===== config.mk =====
export PLATFORM = sky130hd
export DESIGN_NAME = motor_seq_ctrl
export DESIGN_NICKNAME = d
export VERILOG_FILES = /design/src/rtl/motor_seq_pkg.sv /design/src/rtl/mseq_sync.sv /design/src/rtl/mseq_rise.sv /design/src/rtl/mseq_timer.sv /design/src/rtl/mseq_core.sv /design/src/rtl/motor_seq_ctrl.sv
export SDC_FILE = /design/constraint.sdc
export NUM_CORES = 1
export LEC_CHECK = 0
export ABC_AREA = 1
export BUFFER_PORTS_ARGS = -buffer_cell sky130_fd_sc_hd__buf_2
export CORE_MARGIN = 3
export CORE_UTILIZATION = 55
export DETAILED_ROUTE_END_ITERATION = 6
export PLACE_DENSITY = 0.74
export SLEW_MARGIN = 20
export SYNTH_ARGS = -nofsm -noshare
export SYNTH_HDL_FRONTEND = slang
export SYNTH_SLANG_ARGS = --single-unit

===== constraint.sdc =====
create_clock -name clk -period 1.71 [get_ports clk]
set_input_delay 0.342 -clock clk [delete_from_list [all_inputs] [get_ports clk]]
set_output_delay 0.342 -clock clk [all_outputs]
set_load 0.005 [all_outputs]

===== src/rtl/motor_seq_pkg.sv =====
package motor_seq_pkg;

    localparam int CODE_W = 8;

    typedef enum logic [CODE_W-1:0] {
        MS_READY    = 8'd0,
        MS_STARTING = 8'd10,
        MS_RUNNING  = 8'd20,
        MS_STOPPING = 8'd30,
        MS_FAULT    = 8'd99
    } mstate_e;

    // Conditioned (synchronised) inputs seen by the transition logic
    typedef struct packed {
        logic start_rise;
        logic reset_rise;
        logic stop_req;
        logic trip;
        logic permit;
        logic run_fb;
        logic stopped_fb;
    } mseq_in_t;

    // Bit positions inside the raw input vector handed to the synchroniser
    localparam int IN_START  = 0;
    localparam int IN_STOP   = 1;
    localparam int IN_RESET  = 2;
    localparam int IN_TRIP   = 3;
    localparam int IN_PERMIT = 4;
    localparam int IN_RUN    = 5;
    localparam int IN_STOPPED = 6;
    localparam int IN_COUNT  = 7;

    function automatic logic motor_energized(logic [CODE_W-1:0] code);
        return (code == MS_STARTING) || (code == MS_RUNNING);
    endfunction

endpackage


===== src/rtl/mseq_sync.sv =====
module mseq_sync #(
    parameter int WIDTH  = 1,
    parameter int STAGES = 2
) (
    input  logic             clk,
    input  logic             rst,
    input  logic [WIDTH-1:0] d,
    output logic [WIDTH-1:0] q
);
    logic [WIDTH-1:0] stg [STAGES];

    always_ff @(posedge clk) begin
        if (rst) stg[0] <= '0;
        else     stg[0] <= d;
    end

    for (genvar i = 1; i < STAGES; i++) begin : g_stage
        always_ff @(posedge clk) begin
            if (rst) stg[i] <= '0;
            else     stg[i] <= stg[i-1];
        end
    end

    assign q = stg[STAGES-1];
endmodule


===== src/rtl/mseq_rise.sv =====
module mseq_rise #(
    parameter int WIDTH = 1
) (
    input  logic             clk,
    input  logic             rst,
    input  logic [WIDTH-1:0] level,
    output logic [WIDTH-1:0] rise
);
    logic [WIDTH-1:0] prev_q;

    always_ff @(posedge clk) begin
        if (rst) prev_q <= '0;
        else     prev_q <= level;
    end

    assign rise = level & ~prev_q;
endmodule


===== src/rtl/mseq_timer.sv =====
module mseq_timer #(
    parameter int LIMIT = 16
) (
    input  logic clk,
    input  logic rst,
    input  logic run,
    output logic expired
);
    localparam int CNT_W = $clog2(LIMIT + 1);
    localparam logic [CNT_W-1:0] LIM_V = CNT_W'(LIMIT);

    logic [CNT_W-1:0] cnt_q;

    assign expired = (cnt_q == LIM_V);

    // Cleared whenever the owning mode is absent, so every entry starts at zero
    always_ff @(posedge clk) begin
        if (rst || !run)   cnt_q <= '0;
        else if (!expired) cnt_q <= cnt_q + 1'b1;
    end
endmodule


===== src/rtl/mseq_core.sv =====
module mseq_core
    import motor_seq_pkg::*;
#(
    parameter bit USE_STOP_TIMER = 1'b1
) (
    input  logic              clk,
    input  logic              rst,
    input  mseq_in_t          cin,
    input  logic              start_exp,
    input  logic              stop_exp,
    output logic [CODE_W-1:0] state
);
    logic [CODE_W-1:0] state_q;
    logic [CODE_W-1:0] state_d;

    always_comb begin
        state_d = state_q;
        case (state_q)
            MS_READY: begin
                if (cin.start_rise && !cin.trip && cin.permit) state_d = MS_STARTING;
            end
            MS_STARTING: begin
                if (cin.trip)          state_d = MS_FAULT;
                else if (cin.stop_req) state_d = MS_STOPPING;
                else if (cin.run_fb)   state_d = MS_RUNNING;
                else if (start_exp)    state_d = MS_FAULT;
            end
            MS_RUNNING: begin
                if (cin.trip || !cin.permit) state_d = MS_FAULT;
                else if (cin.stop_req)       state_d = MS_STOPPING;
            end
            MS_STOPPING: begin
                if (cin.trip) state_d = MS_FAULT;
                else if (cin.stopped_fb || (USE_STOP_TIMER && stop_exp)) state_d = MS_READY;
            end
            MS_FAULT: begin
                if (cin.reset_rise && !cin.trip) state_d = MS_READY;
            end
            default: state_d = MS_FAULT;
        endcase
    end

    always_ff @(posedge clk) begin
        if (rst) state_q <= MS_READY;
        else     state_q <= state_d;
    end

    assign state = state_q;
endmodule


===== src/rtl/motor_seq_ctrl.sv =====
module motor_seq_ctrl
    import motor_seq_pkg::*;
#(
    parameter int START_TIMEOUT  = 250000,
    parameter int STOP_TIMEOUT   = 100000,
    parameter bit USE_STOP_TIMER = 1'b1
) (
    input  logic       clk,
    input  logic       rst,
    input  logic       start_btn,
    input  logic       stop_btn,
    input  logic       reset_btn,
    input  logic       ovl_trip,
    input  logic       permit_ok,
    input  logic       run_proof,
    input  logic       stop_proof,
    output logic       contactor_on,
    output logic [7:0] state_code
);
    logic [IN_COUNT-1:0] raw_in;
    logic [IN_COUNT-1:0] sync_in;
    logic [1:0]          btn_rise;
    logic                start_exp;
    logic                stop_exp;
    logic [CODE_W-1:0]   cur_state;
    mseq_in_t            cin;

    always_comb begin
        raw_in             = '0;
        raw_in[IN_START]   = start_btn;
        raw_in[IN_STOP]    = stop_btn;
        raw_in[IN_RESET]   = reset_btn;
        raw_in[IN_TRIP]    = ovl_trip;
        raw_in[IN_PERMIT]  = permit_ok;
        raw_in[IN_RUN]     = run_proof;
        raw_in[IN_STOPPED] = stop_proof;
    end

    mseq_sync #(.WIDTH(IN_COUNT), .STAGES(2)) u_sync (
        .clk (clk),
        .rst (rst),
        .d   (raw_in),
        .q   (sync_in)
    );

    mseq_rise #(.WIDTH(2)) u_rise (
        .clk   (clk),
        .rst   (rst),
        .level ({sync_in[IN_RESET], sync_in[IN_START]}),
        .rise  (btn_rise)
    );

    always_comb begin
        cin.start_rise = btn_rise[0];
        cin.reset_rise = btn_rise[1];
        cin.stop_req   = sync_in[IN_STOP];
        cin.trip       = sync_in[IN_TRIP];
        cin.permit     = sync_in[IN_PERMIT];
        cin.run_fb     = sync_in[IN_RUN];
        cin.stopped_fb = sync_in[IN_STOPPED];
    end

    mseq_timer #(.LIMIT(START_TIMEOUT)) u_start_tmr (
        .clk     (clk),
        .rst     (rst),
        .run     (cur_state == MS_STARTING),
        .expired (start_exp)
    );

    mseq_timer #(.LIMIT(STOP_TIMEOUT)) u_stop_tmr (
        .clk     (clk),
        .rst     (rst),
        .run     (cur_state == MS_STOPPING),
        .expired (stop_exp)
    );

    mseq_core #(.USE_STOP_TIMER(USE_STOP_TIMER)) u_core (
        .clk       (clk),
        .rst       (rst),
        .cin       (cin),
        .start_exp (start_exp),
        .stop_exp  (stop_exp),
        .state     (cur_state)
    );

    assign state_code   = cur_state;
    assign contactor_on = motor_energized(cur_state);
endmodule


==> metrics.log, run 1 <==
INFO  metric synth.avg_cell_area = 6.89 µm²
INFO  metric finalSetupViolations = 0
INFO  metric final_wirelength = 4490 µm
INFO  metric worst-path-buf-inv = 2
INFO  metric cts_post_setup_buffers_inserted = 0
INFO  metric placement_rows = 24
INFO  metric clk_pin_slew = 110 ps
INFO  metric asyncSetResetFlopFracSynth = 0
INFO  metric horizontal_die_dimension = 74.7 µm
INFO  metric maxCapViolCount = 0
INFO  metric cpMaxStageDelayCell = sky130_fd_sc_hd__dfxtp_1
INFO  metric placeableCoreArea = 4440 µm²
INFO  metric kind_of_end_point_of_the_critical_path = output pin
INFO  metric post-dp-hpwl = 3350 µm
INFO  metric numCtsBuffers = 5
INFO  metric gate_count_of_the_mapped_netlist = 377
INFO  metric post_synth_most_frequent_cells = 75 x sky130_fd_sc_hd__nand2_1, 61 x sky130_fd_sc_hd__nor2_1, 60 x sky130_fd_sc_hd__inv_1
INFO  metric yosysTopAreaCellShare = 0.424
INFO  metric grt_setup_unrepaired = false
INFO  metric cts-root-buf = sky130_fd_sc_hd__clkbuf_8
INFO  metric clockBufferDepth = 2
INFO  metric synthesis.yosys.warnings = 0
INFO  metric worst_r2r_path_depth = 11
INFO  metric ys_ff_latch = 55
INFO  metric timing.critical_path.max_delay_family = flip-flops
INFO  metric fin_worst_skew = 9.69 ps
INFO  metric drive_gt1_frac = 0.121
INFO  metric design_power_total = 2.64 mW
INFO  metric path_depth = 5
INFO  metric report.final.slew_viol_count = 0
INFO  metric tritoncts = done
INFO  metric final_antenna_diode_count = 0
INFO  metric power.share.switching = 0.306
INFO  metric run_status = completed
INFO  metric internal_power = 1.83 mW
INFO  metric die_area = 5580 µm²
INFO  metric post_synthesis_cell_type_with_the_largest_combined_area = sky130_fd_sc_hd__dfxtp_1
INFO  metric crit_fanout = 7
INFO  metric min-delay-path-class = primary input to register
INFO  metric power.density = 939 nW/µm²
INFO  metric start_kind = register
INFO  metric comb_power_frac = 0.193
INFO  metric fmax = 628 MHz
INFO  metric static-leakage-power = 1.10 nW
INFO  metric synth-main-ff-cell = sky130_fd_sc_hd__dfxtp_1
INFO  metric htree_num_levels = 2
INFO  metric drt.antenna.violating_nets = 0
INFO  metric tritoncts_num_sinks = 55
INFO  metric synth_enable_flop_cells = 0
INFO  metric grt-ovfl-total = 0
INFO  metric report.final.hold_viol_count = 0
INFO  metric irDropWorstVdd = 0.000545 V
INFO  metric clock_insertion_delay_at_the_later_pin_of_the_skew_report = 310 ps
INFO  metric cp.arrival = 1250 ps
INFO  metric finalNetCount = 408
INFO  metric largest_net_degree_at_the_start_of_global_routing = 20
INFO  metric slowest_delay = 390 ps
INFO  metric final_min_period_over_clock_period = 0.931
INFO  metric total_cell_area_at_the_placement_stage = 2710 µm²
INFO  metric synth.yosys.seq_area_share = 0.424
INFO  metric power.clock.fraction = 0.283
INFO  metric period_minus_slack = 1590 ps
INFO  metric tns = 0 ps
INFO  metric number_of_antenna_violations_at_the_first_check_in_global_routing = 0
INFO  metric grt_pass1_wl = 7850 µm
INFO  metric drtPass1Iterations = 4
INFO  metric worstHoldPathCells = 3
INFO  metric finish.instance_area = 2810 µm²
INFO  metric post_synth_instance_area = 2600 µm²
INFO  metric worst-setup-path-type = register to output pin
INFO  metric crit_path_cell_trace = nand2_1 -> inv_1 -> nand2_1 -> nand2_1 -> buf_2
INFO  metric grt_util_all_layers = 0.177
INFO  metric synth.area.top_cells = sky130_fd_sc_hd__dfxtp_1 42%, sky130_fd_sc_hd__nand2_1 11%, sky130_fd_sc_hd__nor2_1 8.8%, sky130_fd_sc_hd__inv_1 8.7%, sky130_fd_sc_hd__a21oi_1 6.0%
INFO  metric netSwitchingPower = 0.806 mW
INFO  metric drt_drc_violations_left = 0
INFO  metric via_count = 2229
INFO  metric wl_per_cell = 10.0 µm
INFO  metric input_output_buffers = 16
INFO  metric timing.critical_path.mode_cell = sky130_fd_sc_hd__nand2_1
INFO  metric synthDistinctLibCells = 29
INFO  metric globalplace.congestion = 0.927
INFO  metric syn-num-nets = 390
INFO  metric worstPathRequired = 1370 ps
INFO  metric floorplan.initialDensity = 0.584
INFO  metric number_of_drc_markers_in_iteration_0 = 123
INFO  metric first_global_vias = 1973
INFO  metric synth.most_common_cell = sky130_fd_sc_hd__nand2_1
INFO  metric share_seq_of_total_power = 0.524
INFO  metric die_h = 74.7 µm
INFO  metric viasPerCell = 4.98
INFO  metric pin_count = 18
INFO  metric areaGrowthSynthToFinish = 8.29%
-- cells by family after synthesis --
family | Yosys count | synth area share
adder cells (fa/ha/maj) | 4 | 0.0193
AND/OR/NAND/NOR | 194 | 0.335
XOR/XNOR | 4 | 0.0135
flip-flops | 55 | 0.424
AO/OA/AOI/OAI | 49 | 0.0969
buffers and inverters | 70 | 0.110
other | 1 | 0.00144
-- registers in the layout, summed over array words and instances (netlist names) --
signal,flops
u_sync.stg,14
u_start_tmr.cnt_q,18
u_stop_tmr.cnt_q,17
u_rise.prev_q,2
u_core.state,4
-- routing by layer --
layer | share of wire | up-vias | track usage
met5 | 0 | - | 0
met4 | 0.022 | 0 | 0.0810
met3 | 0.035 | 8 | 0.0360
met2 | 0.45 | 35 | 0.295
met1 | 0.49 | 976 | 0.220
li1 | - | 1210 | -
-- path summary, 6_finish.rpt --
path / end / slack (ps) / start
min: u_sync.stg[0][2] / 220 / reset_btn
max reg2reg: u_core.state[3] / 140 / u_start_tmr.cnt_q[0]
max: contactor_on / 120 / u_core.state[3]
min reg2reg: u_sync.stg[1][1] / 410 / u_sync.stg[0][1]
-- placed cells by master, fill, tap and decap left out, drive strengths merged --
cell and instances:
nand3b 1, nand2 78, or3 1, ha 4
clkbuf 5, o21a 1, nor2 65, inv 63
nand3 18, a211oi 1, conb 1, o22ai 1
dfxtp 55, nand4 12, a21oi 31, buf 19
o21ai 15, nor3 11, clkinv 2, or2 8
xor2 4
-- power groups by stage --
stage	logic, mW	registers [mW]	clock network (mW)
after global placement	0.502	1.41	0
after floorplan	0.393	1.41	0
after global routing	0.594	1.39	0.833
after detailed placement	0.503	1.41	0
after CTS	0.507	1.38	0.782
final	0.510	1.38	0.747
-- through the flow --
| step | cells | hold WS, ps | setup slack [ps] | utilization |
|---|---|---|---|---|
| CTS | 448 | 204 | 27.5 | 0.632 |
| floorplan | 377 | 388 | 360 | - |
| global placement | 440 | 393 | 198 | 0.610 |
| global route | 448 | 207 | 5.95 | 0.633 |
| finish | 448 | 218 | 117 | 0.633 |
| detailed placement | 440 | 397 | 103 | 0.610 |
-- tightest hold or removal path: cells and delay by family --
kind / cells / cell delay [ps]
buffers and inverters: 2 / 130
and+or+nand+nor: 1 / 30
-- cell type report --
class | instances | area, µm²
fillers | 409 | 1630
multi-input cells | 252 | 1210
flip-flops and latches | 55 | 1100
inverters | 62 | 233
repair buffers | 19 | 103
clock buffers | 5 | 68.8
well taps | 52 | 65.1
clock inverters | 3 | 28.8
-- timing repair --
item	in CTS	in global routing
endpoints found under the setup margin	0	7
resized for setup	0	2
hold buffers	0	0
(Power assumes the default switching activity.)
==> inputs of run 2 (changes only) <==
--- a/config.mk
+++ b/config.mk
@@ -5,7 +5,6 @@
 export SDC_FILE = /design/constraint.sdc
 export NUM_CORES = 1
 export LEC_CHECK = 0
-export ABC_AREA = 1
 export BUFFER_PORTS_ARGS = -buffer_cell sky130_fd_sc_hd__buf_2
 export CORE_MARGIN = 3
 export CORE_UTILIZATION = 55
==> metrics.log, run 2 <==
INFO  metric run_status = finished, violations left
INFO  metric violations_in_the_final_reports = setup timing
INFO  metric largest_net_degree_at_the_start_of_global_routing = 19
INFO  metric syn-num-nets = 292
INFO  metric cp.arrival = 1460 ps
INFO  metric input_output_buffers = 16
INFO  metric fin_worst_skew = 10.6 ps
INFO  metric max_slew_margin = 0.561
INFO  metric max_flop_register = u_start_tmr.cnt_q
INFO  metric fin_ws = -87.6 ps
INFO  metric synth_enable_flop_cells = 0
INFO  metric horizontal_die_dimension = 73.2 µm
INFO  metric post_synthesis_cell_type_with_the_largest_combined_area = sky130_fd_sc_hd__dfxtp_1
INFO  metric asyncSetResetFlopFracSynth = 0
INFO  metric floorplan.initialDensity = 0.596
INFO  metric fin_util = 0.735
INFO  metric irDropWorstVdd = 0.000651 V
INFO  metric yosysTopAreaCellShare = 0.443
INFO  metric cts-root-buf = sky130_fd_sc_hd__clkbuf_8
INFO  metric start_kind = register
INFO  metric kind_of_end_point_of_the_critical_path = output pin
INFO  metric final_cell_mix = 48 x sky130_fd_sc_hd__nor2_1, 47 x sky130_fd_sc_hd__dfxtp_1, 41 x sky130_fd_sc_hd__buf_4
INFO  metric slowest_delay = 540 ps
INFO  metric post-dp-hpwl = 3330 µm
INFO  metric drtPass1Iterations = 5
INFO  metric worst-setup-path-type = register to output pin
INFO  metric clockBufferDepth = 2
INFO  metric die_h = 73.2 µm
INFO  metric cpMaxStageDelayCell = sky130_fd_sc_hd__or4b_4
INFO  metric largest_register_ff_count = 18
INFO  metric power.density = 792 nW/µm²
INFO  metric drt.antenna.violating_nets = 0
INFO  metric post_synth_most_frequent_cells = 55 x sky130_fd_sc_hd__dfxtp_1, 48 x sky130_fd_sc_hd__nor2_1, 16 x sky130_fd_sc_hd__nand3_1
INFO  metric tritoncts = done
INFO  metric grt_util_all_layers = 0.198
INFO  metric finalSetupViolations = 2
INFO  metric fmax = 556 MHz
INFO  metric number_of_drc_markers_in_iteration_0 = 123
INFO  metric number_of_antenna_violations_at_the_first_check_in_global_routing = 0
INFO  metric largest_registers = u_start_tmr.cnt_q: 18 flops, u_stop_tmr.cnt_q: 17 flops, u_sync.stg: 14 flops
INFO  metric drive_gt1_frac = 0.285
INFO  metric synth.yosys.seq_area_share = 0.443
INFO  metric worst-path-buf-inv = 2
INFO  metric placement_rows = 23
INFO  metric gate_count_of_the_mapped_netlist = 279
INFO  metric synthesis.yosys.warnings = 0
INFO  metric synth.avg_cell_area = 8.91 µm²
INFO  metric synth.area.top_cells = sky130_fd_sc_hd__dfxtp_1 44%, sky130_fd_sc_hd__nor2_1 7.2%, sky130_fd_sc_hd__xor2_1 5.3%, sky130_fd_sc_hd__xnor2_1 4.6%, sky130_fd_sc_hd__nor2b_1 3.8%
INFO  metric static-leakage-power = 1.16 nW
INFO  metric globalplace.congestion = 0.838
INFO  metric clock_insertion_delay_at_the_later_pin_of_the_skew_report = 310 ps
INFO  metric numCtsBuffers = 5
INFO  metric tightest_slew = 648 ps
INFO  metric report.final.hold_viol_count = 0
INFO  metric drt_drc_violations_left = 0
INFO  metric die_area = 5360 µm²
INFO  metric total_cell_area_at_the_placement_stage = 2820 µm²
INFO  metric grt_pass1_wl = 8310 µm
INFO  metric areaGrowthSynthToFinish = 23.4%
INFO  metric timing.critical_path.max_delay_family = simple AND/OR/NAND/NOR gates
INFO  metric crit_path_cell_trace = or4b_4 -> buf_6 -> nand2_4 -> buf_6
INFO  metric crit_fanout = 2
INFO  metric report.final.slew_viol_count = 0
INFO  metric maxCapViolCount = 0
INFO  metric grt-ovfl-total = 0
INFO  metric period_minus_slack = 1800 ps
INFO  metric synth-main-ff-cell = sky130_fd_sc_hd__dfxtp_1
INFO  metric finish.instance_area = 3070 µm²
INFO  metric grt_setup_unrepaired = true
INFO  metric worstPathRequired = 1370 ps
INFO  metric synthDistinctLibCells = 49
INFO  metric fin_hold_ws = 246 ps
INFO  metric min-delay-path-class = primary input to register
INFO  metric filler_cell_count = 312
INFO  metric ys_ff_latch = 55
INFO  metric synth.most_common_cell = sky130_fd_sc_hd__dfxtp_1
INFO  metric clk_pin_slew = 100 ps
INFO  metric via_count = 2015
INFO  metric timing.critical_path.mode_cell = sky130_fd_sc_hd__buf_6
INFO  metric tritoncts_num_sinks = 55
INFO  metric final_wirelength = 4850 µm
INFO  metric final_min_period_over_clock_period = 1.05
INFO  metric htree_num_levels = 2
INFO  metric post_synth_instance_area = 2490 µm²
INFO  metric wl_per_cell = 12.7 µm
INFO  metric first_global_vias = 1826
INFO  metric final_antenna_diode_count = 0
INFO  metric finalNetCount = 346
INFO  metric placeableCoreArea = 4170 µm²
INFO  metric layout.cells.most_common = sky130_fd_sc_hd__nor2_1
INFO  metric design_power_total = 2.43 mW
INFO  metric pin_count = 18
INFO  metric viasPerCell = 5.26
==> run 2: cell types whose count changed in the layout (fill, tap and decap cells not counted), sizes merged, moves of 13 or more <==
| cell | previous run | this run |
|---|---|---|
| o21ai | 15 | 2 |
| nor2 | 65 | 48 |
| inv | 63 | 10 |
| buf | 19 | 58 |
| a21oi | 31 | 10 |
| xnor2 | 0 | 13 |
| nand2 | 78 | 14 |
| nor2b | 0 | 15 |
==> run 2: area by class of cell <==
type                            instances  area, µm²  share of cell area
Clock buffer                            6       82.6              0.0269
Multi-Input combinational cell        203       1360               0.444
Sequential cell                        55       1110               0.363
Clock inverter                          1       5.00             0.00163
Inverter                               10       37.5              0.0122
Timing Repair Buffer                   58        405               0.132
Tap cell                               50       62.6              0.0204
==> run 2: where the power goes <==
part	internal, mW	leakage (nW)	switching, mW
sequential	1.32	0.451	0.0322
combinational	0.207	0.660	0.162
clock	0.319	0.0470	0.390
==> run 2: kinds of logic after synthesis <==
| kind of cell | share of synthesized area |
|---|---|
| compound gates | 0.0639 |
| flops | 0.443 |
| xor+xnor | 0.0986 |
| buf+inv | 0.0438 |
| mux | 0.0146 |
| simple gates | 0.315 |
| fa+ha+maj | 0.0201 |
| other cells | 0.00151 |
==> run 2: repair_timing <==
action | 4_1_cts | 5_1_grt
gates resized for setup | 9 | 14
endpoints found under the setup margin | 2 | 11
endpoints found under the hold margin | 0 | 0
pin swaps | 2 | 5
buffers inserted | 5 | 3
hold buffers | 0 | 0
==> run 2: worst paths after layout <==
| kind | start | end | slack, ps | cells past startpoint |
|---|---|---|---|---|
| min reg2reg | u_sync.stg[0][0] | u_sync.stg[1][0] | 440 | 1 |
| max reg2reg | u_core.state[1] | u_core.state[4] | -80 | 6 |
| max | u_core.state[1] | contactor_on | -90 | 4 |
| min | reset_btn | u_sync.stg[0][2] | 250 | 2 |
==> run 2: layer usage <==
layer  vias up  wire [µm]  GRT usage
li1       1059          -          -
met1       919       2340      0.268
met2        29       2300      0.304
met3         8        157     0.0510
met4         0         55     0.0676
met5         -          0          0
==> run 2: metrics by stage <==
stage | TNS [ps] | setup slack (ps) | cells
global placement | 0 | 41.4 | 368
finish | -167 | -87.6 | 383
detailed placement | 0 | 26.3 | 368
floorplan | -11.3 | -11.3 | 279
CTS | -181 | -103 | 380
global route | -491 | -150 | 383
